===== src/rtl/iqc_pkg.sv =====
package iqc_pkg;
    // register selects; software relies on these two values
    localparam int unsigned SEL_GAIN = 0;
    localparam int unsigned SEL_SKEW = 1;
    localparam int unsigned NUM_COEF = 2;
    // 1/64 scaling of the correction terms
    localparam int unsigned FRAC_SHIFT = 6;
    // register stages from input to output
    localparam int unsigned PIPE_DEPTH = 3;
endpackage


===== src/rtl/iqc_coef_bank.sv =====
module iqc_coef_bank #(
    parameter int unsigned ADDR_W = 4,
    parameter int unsigned COEF_W = 16
) (
    input  logic                     clk,
    input  logic                     rst,
    input  logic                     we,
    input  logic [ADDR_W-1:0]        addr,
    input  logic [COEF_W-1:0]        wdata,
    output logic signed [COEF_W-1:0] gain,
    output logic signed [COEF_W-1:0] skew
);
    import iqc_pkg::*;

    logic signed [COEF_W-1:0] coef_q [NUM_COEF];

    for (genvar k = 0; k < NUM_COEF; k++) begin : g_coef
        always_ff @(posedge clk) begin
            if (rst) begin
                coef_q[k] <= '0;
            end else if (we && (addr == ADDR_W'(k))) begin
                coef_q[k] <= wdata;
            end
        end


        foreign_addr_keeps_coef_chk: assert property (@(posedge clk) disable iff (rst)
            (we && (addr != ADDR_W'(k))) |=> $stable(coef_q[k]));
    end

    assign gain = coef_q[SEL_GAIN];
    assign skew = coef_q[SEL_SKEW];
endmodule


===== src/rtl/iqc_product_stage.sv =====
module iqc_product_stage #(
    parameter int unsigned DATA_W = 16,
    parameter int unsigned COEF_W = 16,
    localparam int unsigned PW = DATA_W + COEF_W
) (
    input  logic                     clk,
    input  logic                     rst,
    input  logic                     v_in,
    input  logic signed [DATA_W-1:0] i_in,
    input  logic signed [DATA_W-1:0] q_in,
    input  logic signed [COEF_W-1:0] gain_in,
    input  logic signed [COEF_W-1:0] skew_in,
    output logic                     v_out,
    output logic signed [DATA_W-1:0] i_out,
    output logic signed [DATA_W-1:0] q_out,
    output logic signed [PW-1:0]     prod_gain,
    output logic signed [PW-1:0]     prod_skew,
    output logic                     coefs_zero
);
    // capture register: the sample and the coefficients in force when it is accepted
    logic                     cap_v;
    logic signed [DATA_W-1:0] cap_i, cap_q;
    logic signed [COEF_W-1:0] cap_gain, cap_skew;

    always_ff @(posedge clk) begin
        if (rst) begin
            cap_v    <= 1'b0;
            cap_i    <= '0;
            cap_q    <= '0;
            cap_gain <= '0;
            cap_skew <= '0;
        end else begin
            cap_v <= v_in;
            if (v_in) begin
                cap_i    <= i_in;
                cap_q    <= q_in;
                cap_gain <= gain_in;
                cap_skew <= skew_in;
            end
        end
    end

    logic signed [PW-1:0] i_ext, g_ext, s_ext;
    assign i_ext = PW'(cap_i);
    assign g_ext = PW'(cap_gain);
    assign s_ext = PW'(cap_skew);

    // multiply register
    always_ff @(posedge clk) begin
        if (rst) begin
            v_out      <= 1'b0;
            i_out      <= '0;
            q_out      <= '0;
            prod_gain  <= '0;
            prod_skew  <= '0;
            coefs_zero <= 1'b1;
        end else begin
            v_out <= cap_v;
            if (cap_v) begin
                i_out      <= cap_i;
                q_out      <= cap_q;
                prod_gain  <= i_ext * g_ext;
                prod_skew  <= i_ext * s_ext;
                coefs_zero <= (cap_gain == '0) && (cap_skew == '0);
            end
        end
    end
endmodule


===== src/rtl/iqc_sat_stage.sv =====
module iqc_sat_stage #(
    parameter int unsigned DATA_W = 16,
    parameter int unsigned COEF_W = 16,
    localparam int unsigned PW = DATA_W + COEF_W,
    localparam int unsigned SW = PW + 1
) (
    input  logic                     clk,
    input  logic                     rst,
    input  logic                     v_in,
    input  logic signed [DATA_W-1:0] i_in,
    input  logic signed [DATA_W-1:0] q_in,
    input  logic signed [PW-1:0]     prod_gain,
    input  logic signed [PW-1:0]     prod_skew,
    input  logic                     coefs_zero,
    output logic                     v_out,
    output logic signed [DATA_W-1:0] i_out,
    output logic signed [DATA_W-1:0] q_out
);
    import iqc_pkg::*;

    localparam logic signed [SW-1:0] HI = SW'((2 ** (DATA_W - 1)) - 1);
    localparam logic signed [SW-1:0] LO = -HI - SW'(1);

    logic signed [SW-1:0] sum_i, sum_q;
    logic signed [DATA_W-1:0] clip_i, clip_q;

    // floor division by 64 via arithmetic shift of the product
    assign sum_i = SW'(i_in) + SW'(prod_gain >>> FRAC_SHIFT);
    assign sum_q = SW'(q_in) + SW'(prod_skew >>> FRAC_SHIFT);

    always_comb begin
        if (sum_i > HI)      clip_i = HI[DATA_W-1:0];
        else if (sum_i < LO) clip_i = LO[DATA_W-1:0];
        else                 clip_i = sum_i[DATA_W-1:0];
        if (sum_q > HI)      clip_q = HI[DATA_W-1:0];
        else if (sum_q < LO) clip_q = LO[DATA_W-1:0];
        else                 clip_q = sum_q[DATA_W-1:0];
    end

    always_ff @(posedge clk) begin
        if (rst) begin
            v_out <= 1'b0;
            i_out <= '0;
            q_out <= '0;
        end else begin
            v_out <= v_in;
            if (v_in) begin
                i_out <= clip_i;
                q_out <= clip_q;
            end
        end
    end


    unity_passthrough_chk: assert property (@(posedge clk) disable iff (rst)
        (v_in && coefs_zero) |=> ((i_out == $past(i_in)) && (q_out == $past(q_in))));
endmodule


===== src/rtl/iq_imbal_corr.sv =====
module iq_imbal_corr #(
    parameter int unsigned DATA_W = 16,
    parameter int unsigned COEF_W = 16,
    parameter int unsigned ADDR_W = 4
) (
    input  logic              clk,
    input  logic              rst,
    input  logic              cfg_we,
    input  logic [ADDR_W-1:0] cfg_addr,
    input  logic [COEF_W-1:0] cfg_wdata,
    input  logic              in_valid,
    input  logic [DATA_W-1:0] in_i,
    input  logic [DATA_W-1:0] in_q,
    output logic              out_valid,
    output logic [DATA_W-1:0] out_i,
    output logic [DATA_W-1:0] out_q
);
    import iqc_pkg::*;

    localparam int unsigned PW = DATA_W + COEF_W;

    logic signed [COEF_W-1:0] gain, skew;

    iqc_coef_bank #(.ADDR_W(ADDR_W), .COEF_W(COEF_W)) i_coef (
        .clk(clk), .rst(rst), .we(cfg_we), .addr(cfg_addr), .wdata(cfg_wdata),
        .gain(gain), .skew(skew)
    );

    logic                     m_v, m_zero;
    logic signed [DATA_W-1:0] m_i, m_q;
    logic signed [PW-1:0]     m_pg, m_ps;

    iqc_product_stage #(.DATA_W(DATA_W), .COEF_W(COEF_W)) i_prod (
        .clk(clk), .rst(rst),
        .v_in(in_valid), .i_in(in_i), .q_in(in_q),
        .gain_in(gain), .skew_in(skew),
        .v_out(m_v), .i_out(m_i), .q_out(m_q),
        .prod_gain(m_pg), .prod_skew(m_ps), .coefs_zero(m_zero)
    );

    logic signed [DATA_W-1:0] o_i, o_q;

    iqc_sat_stage #(.DATA_W(DATA_W), .COEF_W(COEF_W)) i_sat (
        .clk(clk), .rst(rst),
        .v_in(m_v), .i_in(m_i), .q_in(m_q),
        .prod_gain(m_pg), .prod_skew(m_ps), .coefs_zero(m_zero),
        .v_out(out_valid), .i_out(o_i), .q_out(o_q)
    );

    assign out_i = o_i;
    assign out_q = o_q;

    // edges since reset, saturating at the pipeline depth (for the latency check)
    logic [1:0] warm;
    always_ff @(posedge clk) begin
        if (rst)                   warm <= '0;
        else if (warm != 2'(PIPE_DEPTH)) warm <= warm + 2'd1;
    end


    reset_clears_out_chk: assert property (@(posedge clk)
        rst |=> (!out_valid && (out_i == '0) && (out_q == '0)));


    valid_latency_chk: assert property (@(posedge clk) disable iff (rst)
        (warm == 2'(PIPE_DEPTH)) |-> (out_valid == $past(in_valid, 3)));


    idle_hold_chk: assert property (@(posedge clk) disable iff (rst)
        !out_valid |-> ($stable(out_i) && $stable(out_q)));
endmodule


===== config.mk =====
export PLATFORM = sky130hd
export DESIGN_NAME = iq_imbal_corr
export DESIGN_NICKNAME = d
export VERILOG_FILES = /design/src/rtl/iqc_pkg.sv /design/src/rtl/iqc_coef_bank.sv /design/src/rtl/iqc_product_stage.sv /design/src/rtl/iqc_sat_stage.sv /design/src/rtl/iq_imbal_corr.sv
export SDC_FILE = /design/constraint.sdc
export NUM_CORES = 2
export LEC_CHECK = 0
export ABC_AREA = 1
export CORE_ASPECT_RATIO = 1.25
export CORE_MARGIN = 1
export CORE_UTILIZATION = 70
export DETAILED_ROUTE_END_ITERATION = 7
export PLACE_DENSITY = 0.95
export RECOVER_POWER = 25
export SLEW_MARGIN = 40
export SYNTH_ARGS = -nofsm -noshare
export SYNTH_HDL_FRONTEND = slang
export SYNTH_SLANG_ARGS = --single-unit
export TNS_END_PERCENT = 50

===== constraint.sdc =====
create_clock -name clk -period 8.63 [get_ports clk]
set_input_delay 1.2945 -clock clk [delete_from_list [all_inputs] [get_ports clk]]
set_output_delay 1.2945 -clock clk [all_outputs]
set_load 0.1 [all_outputs]

# Word-level counts from Yosys, hierarchy flattened
# Memory sizes are Yosys's and may differ from the RTL's. A register that Yosys moved wholly into a read port is not among the register bits.
# Cells that the tools add are included.
# classes
addsub	2
mul	2
n_lt_le_gt_ge	4
n_eq_ne	1
mux	14
bitwise_logic	2
n_reduce_logical	3
# op_table
cell	count
two-way mux 16 bit	6
> comparator 33 x 16 -> 1 bit, second input constant	2
< comparator 33 x 16 -> 1 bit, second input constant	2
multiplier 16 x 16 -> 32 bit	2
adder 16 x 26 -> 27 bit	2
two-way mux 1 bit	8
== test 4 x 1 -> 1 bit, second input constant	1
logical NOT 4 bit	1
logical AND 1 bit	2
OR 1 bit	2
# totals
ff_bits	163
ram_bits	32
output_inout_bits	33
elab_cells	40
memories	1
# mem_list
memory	words	word_bits	read_ports	rd_ports_with_merged_regs	wr	line	text
i_coef.coef_q	2	16	2	2	2	iqc_coef_bank.sv:15	logic signed [COEF_W-1:0] coef_q [NUM_COEF];

# Logic depth before layout (Yosys ltp)
# logic_depth
ltp_word	6
ltp_mapped	31
mapped_depth_nobuf	29

# By module
# Synthesis repeated with hierarchy kept, for this count alone.
# hier_totals
cells_unflattened	4849
area_unflattened_um2	34339.2
# by_module_without_submodules
module	n_inst	cells_each	area_per_inst_um2
iqc_product_stage	1	3732	27422.6
iqc_sat_stage	1	1024	5601.6
iqc_coef_bank	1	93	1315.0

# Least setup slack after synthesis
# No wires, ideal clock.
# synth_path
path_kind	flip-flop to flip-flop
startpoint	register i_prod.cap_i[15]
endpoint	register i_prod.prod_gain[30]
setup_time_ps	115
arrival_time_ps	5642
required_time_ps	8515
slack_ps	2872
path_stages_with_launch	21
path_buffers	2
period_less_slack_ps	5758
cell_sequence	dfxtp_1 > clkbuf_1 > clkbuf_1 > nand2_1 > inv_1 > fa_1 > fa_1 > fa_1 > fa_1 > inv_1 > fa_1 > fa_1 > inv_1 > ha_1 > inv_1 > nor4_1 > nand3_1 > nand3_1 > nand2_1 > o21ai_0 > inv_1
# synth_between
elab_chain_cells	1
# synth_rtl
item	line	text
from (decl)	iqc_product_stage.sv:22	logic signed [DATA_W-1:0] cap_i, cap_q;
from (signal assigned)	iqc_product_stage.sv:35	cap_i <= i_in;
multiplier 16 x 16 -> 32 bit	iqc_product_stage.sv:62	prod_gain <= i_ext * g_ext;
to (signal assigned)	iqc_product_stage.sv:62	
to (decl)	iqc_product_stage.sv:16	output logic signed [PW-1:0] prod_gain,
# Every way passes these cells.
# A chain may end at the register's enable or synchronous reset.

==> impl_metrics.json <==
{
  "hpwl_um": 69900,
  "synthTopCellsByCount": "inv_1, nand2_1, fa_1, nor2_1, ha_1",
  "drive_gt1_frac": 0.0481,
  "r2r-start": "i_prod.cap_i[6]",
  "drtIter0Drc": 3152,
  "clock.fmax_mhz": 135,
  "grt_first_pass_wirelength_um": 148000,
  "postRouteAntennaNets": 0,
  "hold_viol": 0,
  "drc": 0,
  "portBuffers": 88,
  "cts_buffer_depth": 3,
  "cts.clk_slew.worst_paths_ns": 0.07,
  "synth_nets": 5152,
  "layoutNonFillerInstCount": 4924,
  "ys_seq_area_frac": 0.143,
  "worstHoldPathCells": 2,
  "core_region_area_um2": 45300,
  "finalPower_mw": 5.91,
  "grt_max_degree": 93,
  "fin_util": 0.753,
  "p_sw_frac": 0.489,
  "drv_slew": 99,
  "dieWidth_um": 194,
  "cts_root_buffer": "clkbuf_16",
  "dieHeight_um": 242,
  "leakage_nw": 19.4,
  "ys.flop_type": "dfxtp_1",
  "grt_pass1_vias": 30300,
  "finalSetupViolations": 0,
  "internal-power_mw": 3.02,
  "via_count": 28800,
  "fin_setup_tns_ns": 0,
  "startpoint": "rst",
  "seq_power_share": 0.209,
  "start_kind": "primary input",
  "grtUsageTotal": 0.396,
  "period_share": 0.858,
  "use_met1": 0.467,
  "n_fill_cell": 3046,
  "synth_top_area_share": 0.325,
  "preCtsSetupSlack_ns": 2.06,
  "ys_ff_latch": 215,
  "avgSynthCellArea_um2": 7.40,
  "rr_endpoint": "i_prod.prod_skew[22]",
  "min_path_type": "flip-flop to flip-flop",
  "drt-vias-per-instance": 5.85,
  "seq_area_um2": 4630,
  "ff2ff_path_depth": 24,
  "maxCapViolations": 2,
  "start_util": 0.713,
  "fin_area_um2": 34100,
  "nNetsFinal": 5117,
  "required_ns": 8.90,
  "cts_hold_buf": 0,
  "postPlaceCellArea_um2": 33200,
  "critPathCaptureType": "flip-flop",
  "cts_sinks": 215,
  "status": "finished, violations left",
  "dpl.cell_count": 4879,
  "async_flop_share": 0,
  "drtPass1Iterations": 7,
  "gp_congestion": 0.968,
  "detail_route.wl_per_cell_um": 18.4,
  "p_sw_mw": 2.89,
  "p_per_area_nw_per_um2": 173,
  "synth_top_area_cell": "fa_1",
  "grt.busiest_layer": "met2",
  "crit_end": "i_coef.coef_q[1][4]",
  "postSynthCellCount": 4362,
  "rrSetupSlack_ns": 1.95,
  "antenna_found_initial": 2,
  "ir_drop_uv": 148,
  "path_max_fanout": 68,
  "synth_edf_count": 32,
  "drt-total-wl_um": 90800,
  "slew_headroom": -0.553,
  "grt.met3_usage": 0.0821,
  "num_rows": 87,
  "overflow": 0,
  "syn_area_um2": 32300,
  "ios": 89,
  "critPathKind": "primary input to flip-flop",
  "clk_latency_ns": 0.57,
  "failed_checks": "capacitance limit, slew limit",
  "cts_inserted_buffers": 24,
  "grt_use_met2": 0.663,
  "clkPwrFrac": 0.193,
  "whs_ns": 0.468,
  "rsz0062_at_grt": "false",
  "multiInputGateArea_um2": 22800,
  "ctsHtreeMaxLevel": 1,
  "post-synth-top-count-cell": "inv_1",
  "syn2layout_area_growth_pct": 5.61,
  "ys_warn_count": 0,
  "fp.dieArea_um2": 47000,
  "cts_tree": "done",
  "fin_ws_ns": 1.22,
  "postCtsSetupBuffers": 0,
  "finClkSkew_ns": 0.0224,
  "power_frac_comb": 0.598,
  "synth_cell_type_count": 51,
  "worstPathArrival_ns": 7.67,
  "synth_area_leaders": "fa_1, inv_1, nand2_1",
  "cts-resized-gates": 0,
  "tightest_slew_ns": 2.32,
  "period_needed_ns": 7.41
}
-- worst min path at each step --
stage	start	to	slack [ns]
2_1_floorplan	i_coef.coef_q[0][0]	i_prod.cap_gain[0]	0.45
3_3_place_gp	i_coef.coef_q[1][7]	i_prod.cap_skew[7]	0.45
3_5_place_dp	i_sat.i_out[15]	i_sat.i_out[15]	0.46
4_1_cts	i_sat.i_out[15]	i_sat.i_out[15]	0.47
5_1_grt	i_sat.i_out[15]	i_sat.i_out[15]	0.48
6_report	i_coef.coef_q[1][7]	i_prod.cap_skew[7]	0.47
-- power groups by stage --
stage / Sequential (mW) / Combinational, mW / Clock, mW
final: 1.24 / 3.54 / 1.14
after CTS: 1.23 / 3.48 / 1.13
after detailed placement: 1.25 / 3.44 / 0
after global placement: 1.24 / 3.28 / 0
after global routing: 1.24 / 3.96 / 1.17
after floorplan: 1.22 / 2.56 / 0
-- registers in the layout (all words and copies together) (netlist names), 16 cells and up --
| register | count |
|---|---|
| i_sat.q_out | 16 |
| i_prod.cap_gain | 16 |
| i_prod.i_out | 16 |
| i_prod.cap_i | 16 |
| i_prod.cap_skew | 16 |
| i_prod.q_out | 16 |
| i_prod.prod_gain | 26 |
| i_sat.i_out | 16 |
| i_prod.cap_q | 16 |
| i_coef.coef_q | 32 |
| i_prod.prod_skew | 26 |
-- area by class of cell --
| type | count | area share |
|---|---|---|
| Antenna cell | 1 | 0.0000734 |
| Clock buffer | 32 | 0.0200 |
| Clock inverter | 12 | 0.00514 |
| Inverter | 1109 | 0.122 |
| Multi-Input combinational cell | 2860 | 0.669 |
| Sequential cell | 215 | 0.136 |
| Tap cell | 578 | 0.0212 |
| Timing Repair Buffer | 117 | 0.0269 |
-- logic make-up (layout without fill, tap and decap cells) --
logic type               count (synthesis)  in the layout  share of synthesized area
adder cells (fa/ha/maj)                734            734                      0.406
AND/OR/NAND/NOR                       1617           1617                      0.204
buffers and inverters                 1287           1270                      0.151
flip-flops                             215            215                      0.143
AO/OA/AOI/OAI                          443            443                     0.0784
other                                    0              1                          0
XOR/XNOR                                66             66                     0.0179
-- cells in the final DEF (no fill, tap or decap), types with 32 or more instances in the layout --
cell | Yosys | final
inv_1 | 1093 | 1092
nand2_1 | 984 | 984
fa_1 | 524 | 524
nor2_1 | 399 | 399
ha_1 | 210 | 210
o21ai_0 | 207 | 207
dfxtp_1 | 183 | 177
a21oi_1 | 134 | 134
nand3_1 | 103 | 103
clkdlybuf4s50_1 | 0 | 53
nand4_1 | 36 | 36
xnor2_1 | 36 | 36
edfxtp_1 | 32 | 32
-- per-layer routing --
layer / wire length, um / vias to the layer above
li1: - / 12800
met1: 32200 / 13500
met2: 42900 / 1835
met3: 9170 / 611
met4: 6510 / 2
met5: 11 / -
-- critical path: stages --
cell and delay, ns:
dlygate4sd3_1 0.53, clkbuf_1 1.40, clkinvlp_2 2.65, nand2_1 1.61
nor2_1 0.15
Power figures use the tool's default switching activity.
